### config.mk
export PLATFORM = sky130hd
export DESIGN_NAME = rstkey_regs
export DESIGN_NICKNAME = d
export VERILOG_FILES = /design/src/rtl/rstkey_regs.sv
export SDC_FILE = /design/constraint.sdc
export NUM_CORES = 1
export LEC_CHECK = 0
export BUFFER_PORTS_ARGS = -buffer_cell sky130_fd_sc_hd__buf_2
export CELL_PAD_IN_SITES_DETAIL_PLACEMENT = 1
export CELL_PAD_IN_SITES_GLOBAL_PLACEMENT = 2
export CORE_MARGIN = 1.5
export CORE_UTILIZATION = 20
export DETAILED_ROUTE_END_ITERATION = 12
export PLACE_DENSITY = 0.8
export SLEW_MARGIN = 20
export SYNTH_ARGS = -nofsm -noshare
export SYNTH_HDL_FRONTEND = slang
export SYNTH_SLANG_ARGS = --single-unit
export TNS_END_PERCENT = 5
### constraint.sdc
create_clock -name clk -period 1.8 [get_ports clk]
set_input_delay 0.36 -clock clk [delete_from_list [all_inputs] [get_ports clk]]
set_output_delay 0.36 -clock clk [all_outputs]
set_load 0.03 [all_outputs]
### src/rtl/rstkey_regs.sv
module rstkey_regs #(
  parameter int NUM_WD = 4,
  parameter int AW = 4,
  parameter logic [15:0] KEY_CODE = 16'h5A69,
  parameter logic [15:0] KEY_OPEN = 16'h000C,
  parameter logic [15:0] KEY_SHUT = 16'h0003
) (
  input  logic              clk,
  input  logic              rst_n,
  input  logic              bus_wr,
  input  logic [AW-1:0]     bus_addr,
  input  logic [31:0]       bus_wdata,
  output logic [31:0]       bus_rdata,
  input  logic              ev_pin,
  input  logic              ev_pll,
  input  logic [NUM_WD-1:0] ev_wd,
  output logic              swrst_req,
  output logic              type_pin,
  output logic              type_pll,
  output logic [NUM_WD-1:0] type_wd
);
  localparam int SW = 3 + NUM_WD;
  localparam logic [AW-1:0] A_CMD = AW'(0);
  localparam logic [AW-1:0] A_CFG = AW'(1);
  localparam logic [AW-1:0] A_CAU = AW'(2);

  logic          unlocked;
  logic [SW-1:0] status_q;
  logic [SW-1:0] evt_next;
  logic          evt_hit;

  wire wr_cmd = bus_wr && (bus_addr == A_CMD);
  wire wr_cfg = bus_wr && (bus_addr == A_CFG);

  assign evt_hit = ev_pin | ev_pll | (|ev_wd);

  always_comb begin
    evt_next = '0;
    if (ev_pin) evt_next[1] = 1'b1;
    else if (ev_pll) evt_next[2] = 1'b1;
    else
      for (int i = NUM_WD - 1; i >= 0; i--)
        if (ev_wd[i]) begin
          evt_next = '0;
          evt_next[3+i] = 1'b1;
        end
  end

  always_ff @(posedge clk or negedge rst_n) begin
    if (!rst_n) begin
      unlocked  <= 1'b0;
      swrst_req <= 1'b0;
      type_pin  <= 1'b0;
      type_pll  <= 1'b0;
      type_wd   <= '0;
      status_q  <= SW'(1);
    end else begin
      swrst_req <= 1'b0;
      if (wr_cmd) begin
        if (unlocked) begin
          unlocked  <= 1'b0;
          swrst_req <= ~bus_wdata[16];
        end else if (bus_wdata[15:0] == KEY_CODE) begin
          unlocked <= 1'b1;
        end
      end
      if (wr_cfg) begin
        unlocked <= 1'b0;
        if (unlocked) begin
          type_pll <= bus_wdata[13];
          type_pin <= bus_wdata[12];
          type_wd  <= bus_wdata[NUM_WD-1:0];
        end
      end
      if (evt_hit) status_q <= evt_next;
    end
  end

  logic [31:0] rd_cmd, rd_cfg, rd_cau;

  assign rd_cmd = {15'b0, ~swrst_req, unlocked ? KEY_OPEN : KEY_SHUT};

  always_comb begin
    rd_cfg = '0;
    rd_cfg[13] = type_pll;
    rd_cfg[12] = type_pin;
    rd_cfg[NUM_WD-1:0] = type_wd;
    rd_cau = '0;
    rd_cau[2:0] = status_q[2:0];
    rd_cau[8 +: NUM_WD] = status_q[SW-1:3];
  end

  assign bus_rdata = (bus_addr == A_CMD) ? rd_cmd :
                     (bus_addr == A_CFG) ? rd_cfg :
                     (bus_addr == A_CAU) ? rd_cau : 32'h0;

  logic unused_wdata;
  assign unused_wdata = ^{bus_wdata[31:17], bus_wdata[11:NUM_WD]};
endmodule

# After elaboration in Yosys (flattened, before gate mapping)
# Index checks and enable logic that the tools add are counted.
# W data, S select, Z words.
# word_totals
register_bits,15
inputBits,45
wordCells,39
# op_classes
eq_ne,3
n_mux,20
bitwise,4
reduce_logical,6
# op_table
cell,n
$mux W7,4
$mux W17,1
$eq A16 B15 Y1 const B,1
$mux W14,1
$mux W12,1
$mux W1,9
$mux W4,2
$mux W5,1
$eq A4 B1 Y1 const B,1
$eq A4 B2 Y1 const B,1
$logic_not A4 Y1,1
$reduce_or A4 Y1,1
$logic_and A1 B1 Y1,2
$mux W2,1
$not A1 Y1,2
$or A1 B1 Y1,2
$reduce_and A2 Y1,1
$reduce_bool A2 Y1,1

# Longest topological paths before layout
# depth
depth_word,6
depth_mapped,5
ltp_nobuf,3

# Least setup slack after synthesis
# OpenSTA, ideal clock, no wires.
# synth_path
path_kind,in2out
start,input port bus_addr[3]
end,output port bus_rdata[3]
t_arrival_ns,1.487
required_ns,1.440
setup_slack_ns,-0.047
path_stages,3
n_path_buf,1
path_cell_list,or2_2 clkbuf_1 nor3_1
# synth_between
elab_chain_cells,3
elab_cells_between_ends,4
# synth_rtl
item,line,rtl
"start, declared",11,"input logic [AW-1:0] bus_addr,"
$eq A4 B1 Y1,94,(bus_addr == A_CFG) ? rd_cfg :
$mux W14,94,
$mux W17 *,93,assign bus_rdata = (bus_addr == A_CMD) ? rd_cmd :
"end, declared",13,"output logic [31:0] bus_rdata,"
# Mark *: on every way between the ends. The rest lies on a longest branch, timed or not.

# Worst setup path in the final report
# layout_path
start,register unlocked
end,output port bus_rdata[0]
# layout_between
elab_chain_cells,2
# layout_rtl
item,line,rtl
"start, declared",27,logic unlocked;
"start signal, assigned",51,unlocked <= 1'b0;
"start signal, assigned",61,unlocked <= 1'b0;
"start signal, assigned",64,unlocked <= 1'b1;
$mux W4,81,"assign rd_cmd = {15'b0, ~swrst_req, unlocked ? KEY_OPEN : KEY_SHUT};"
$mux W17,93,
# No other way between the ends.

==> flow_metrics.env <==
export IMPL_pre_cts_ws_ns=0.01204
export IMPL_synth_ff_latch_count=15
export IMPL_final_design_area_no_fill_um2=1345
export IMPL_drt_wl_total_mm=2.658
export IMPL_worst_r2r_endpoint="unlocked"
export IMPL_dpl_hpwl_mm=2.201
export IMPL_tritoncts="built"
export IMPL_critical_path_top_delay_family="flip-flops"
export IMPL_detail_route_vias_per_cell=3.969
export IMPL_synthesis_area_um2=1022
export IMPL_timing_hold_worst_class="input port to asynchronous set/reset pin"
export IMPL_areaGrowthSynthToFinish_pct=31.58
export IMPL_ctsHtreeMaxLevel=1
export IMPL_yosys_warnings=0
export IMPL_critical_path_peak_fanout=3
export IMPL_detailed_place_area_um2=1266
export IMPL_antenna_cells=0
export IMPL_wl_per_cell_um=11.92
export IMPL_cts_made_buffers=3
export IMPL_post_cts_setup_buffers=0
export IMPL_drive_above_1_share_pct=47.44
export IMPL_rows=25
export IMPL_seq_area_frac_synth_pct=36.84
export IMPL_required_ns=1.44
export IMPL_crit_cells=4
export IMPL_post_synth_mux_area_share_pct=10.77
export IMPL_initial_core_util_pct=21.22
export IMPL_drt_first_iter_violations=36
export IMPL_reg2reg_depth=4
export IMPL_drv_cap=0
export IMPL_total_power_w=0.0007740
export IMPL_final_setup_tns_ns=0
export IMPL_worst_path_buf_inv=1
export IMPL_initial_antenna_violation_count=0
export IMPL_final_nets=202
export IMPL_report_final_setup_viol=0
export IMPL_grt_util_all_layers_pct=9.280
export IMPL_globalplace_congestion=0.7922
export IMPL_ir_worst_vdd_mv=0.2355
export IMPL_n_fill_cell=598
export IMPL_die_width_um=74.49
export IMPL_clkSlewWorstSetupHoldPaths_ns=0.06
export IMPL_clkLatencyLatePin_ns=0.25
export IMPL_boundary_pins=84
export IMPL_r2r_start="unlocked"
export IMPL_syn_avg_cell_area_um2=9.736
export IMPL_post_route_period_util_pct=97.02
export IMPL_power_leakage_nw=0.7071
export IMPL_die_height_um=74.49
export IMPL_critPathArrivalTime_ns=1.39
export IMPL_yosys_area_share_simple_pct=25.46
export IMPL_setup_ws_ns=0.05369
export IMPL_antenna_violating_nets_post_route=0
export IMPL_most_frequent_standard_cell_in_the_layout_excluding_fill_and_tap_cells="sky130_fd_sc_hd__buf_2"
export IMPL_cp_slowest_stage_delay_ns=0.39
export IMPL_die_outline_area_um2=5549
export IMPL_post_synth_fa_ha_maj_area_fraction_pct=0
export IMPL_syn_inst=105
export IMPL_cts_num_sinks=15
export IMPL_criticalPathCategory="flip-flop to primary output"
export IMPL_mostFrequentLayoutCells="41 x sky130_fd_sc_hd__buf_2, 21 x sky130_fd_sc_hd__conb_1, 14 x sky130_fd_sc_hd__dfrtp_1"
export IMPL_via_count_of_the_first_global_routing_pass=849
export IMPL_dpl_cell_count=219
export IMPL_via_count=885
export IMPL_critical_path_endpoint="bus_rdata[0]"
export IMPL_rsz_0062_raised_after_global_routing="yes"
export IMPL_final_cells=223
export IMPL_maxSlewViolCount=0
export IMPL_endpoint_kind="primary output"
export IMPL_skew_ns=0.0002001
export IMPL_crit_path_cell_trace="or2_2 > a21o_1 > a21oi_2 > buf_4"
export IMPL_final_hold_viol_count=0
export IMPL_number_of_design_rule_violations_left_after_detail_routing=0
export IMPL_postCtsHoldBufs=0
export IMPL_cts_max_path_buffers=2
export IMPL_outcome="finished, final reports clean"
export IMPL_port_buffer_count=47
export IMPL_min_period_ns=1.746
export IMPL_cts_root_buf="sky130_fd_sc_hd__clkbuf_8"
export IMPL_ys_types=33
export IMPL_drt_pass1_iterations=4
export IMPL_setup_worst_path_start="unlocked"
export IMPL_main_combinational_cell_family_by_area_after_synthesis="simple AND/OR/NAND/NOR gates"
export IMPL_pwr_density_cell_nw_per_um2=575.4
export IMPL_synth_compound_area_share_pct=6.977
export IMPL_r2r_setup_slack_ns=0.44
export IMPL_critical_path_startpoint_type="flip-flop"
export IMPL_grt_start_max_net_pins=16
export IMPL_overflow_left_after_global_routing=0
export IMPL_critical_path_slowest_cell="sky130_fd_sc_hd__dfrtp_1"
export IMPL_post_cts_resize_count=0
export IMPL_grt_first_pass_wirelength_mm=3.877
export IMPL_synthXorXnorAreaFrac_pct=0
export IMPL_timing_fmax_mhz=572.6
export IMPL_core_area_um2=4817
==> where the power goes <==
part	internal, W	switching, W	leakage, nW
clock network	0.000157	0.000114	0.0228
logic	0.0000478	0.000111	0.483
registers	0.000342	0.00000251	0.202
total	0.000546	0.000228	0.707
==> worst reg2reg max path, cell delays in order (launching register included) <==
cell	delay [ns]
sky130_fd_sc_hd__dfrtp_1	0.39
sky130_fd_sc_hd__buf_4	0.16
sky130_fd_sc_hd__nor4b_1	0.28
sky130_fd_sc_hd__nand3_1	0.12
sky130_fd_sc_hd__o31ai_1	0.30
==> kinds of logic (layout without fill, tap and decap cells) <==
kind of cell | count (synthesis) | after routing
and+or+nand+nor | 42 | 42
buffers and inverters | 27 | 58
DFF | 15 | 15
AOI/OAI and AO/OA | 12 | 12
muxes | 8 | 8
other | 1 | 21
==> layout make-up <==
class | count | area, µm² | area share (%)
Tap cell | 67 | 83.83 | 6.233
Clock buffer | 4 | 45.04 | 3.349
Sequential cell | 15 | 376.6 | 28.00
Timing Repair Buffer | 52 | 299.0 | 22.23
Inverter | 2 | 7.507 | 0.5581
Multi-Input combinational cell | 83 | 533.0 | 39.63
==> worst min-delay path by stage <==
stage | from | end | depth (start not counted)
CTS | rst_n | type_pll | 1
global placement | rst_n | type_pll | 1
detailed placement | rst_n | type_pll | 1
global route | rst_n | type_pll | 1
finish | rst_n | type_pll | 1
floorplan | rst_n | status_q[1] | 0
==> metal layers <==
metal	wire length [µm]	vias to the layer above	global-route usage, %
met3	354	2	3.523
met2	1128	61	15.48
met5	0	-	0
met4	12	0	1.818
met1	1162	407	11.52
li1	-	415	-
==> Yosys cell counts <==
library cell,number,share of area [%]
sky130_fd_sc_hd__and3_2,2,1.5
sky130_fd_sc_hd__nor3b_2,1,1.2
sky130_fd_sc_hd__buf_8,1,1.5
sky130_fd_sc_hd__nand2b_1,2,1.2
sky130_fd_sc_hd__clkbuf_1,1,0.37
sky130_fd_sc_hd__mux2i_1,2,2.0
sky130_fd_sc_hd__o31ai_1,1,0.73
sky130_fd_sc_hd__buf_2,1,0.49
sky130_fd_sc_hd__nor4b_1,1,0.86
sky130_fd_sc_hd__nand2_1,7,2.6
sky130_fd_sc_hd__mux2_4,6,8.8
sky130_fd_sc_hd__nor4bb_1,3,2.9
sky130_fd_sc_hd__buf_6,1,1.1
sky130_fd_sc_hd__nor2b_1,1,0.61
sky130_fd_sc_hd__inv_1,2,0.73
sky130_fd_sc_hd__conb_1,1,0.37
sky130_fd_sc_hd__nor3_1,5,2.4
sky130_fd_sc_hd__and3_1,1,0.61
sky130_fd_sc_hd__a21oi_1,7,3.4
sky130_fd_sc_hd__dfstp_2,1,2.6
sky130_fd_sc_hd__nor4_1,1,0.61
sky130_fd_sc_hd__and2_1,4,2.4
sky130_fd_sc_hd__a31o_2,1,0.86
sky130_fd_sc_hd__buf_4,21,15
sky130_fd_sc_hd__a21o_1,2,1.5
sky130_fd_sc_hd__nor3_4,1,1.6
sky130_fd_sc_hd__and2b_1,1,0.73
sky130_fd_sc_hd__nor2_1,6,2.2
sky130_fd_sc_hd__dfrtp_1,14,34
sky130_fd_sc_hd__or2_2,3,1.8
sky130_fd_sc_hd__o21ai_0,1,0.49
sky130_fd_sc_hd__and4_4,1,1.1
sky130_fd_sc_hd__nand3_1,2,0.98
==> metrics by stage <==
| step | hold WS (ns) | util, % |
|---|---|---|
| final | 0.01289 | 27.92 |
| after global routing | 0.02363 | 27.92 |
| after CTS | 0.01907 | 27.22 |
| after detailed placement | 0.2920 | 26.29 |
| after global placement | 0.2866 | 26.29 |
| after floorplan | 0.06441 | - |
==> sequential cells by signal, indices dropped and copies added (netlist names) <==
signal	count
type_pin	1
swrst_req	1
type_wd	4
type_pll	1
status_q	7
unlocked	1
Power figures use the tool's default switching activity.
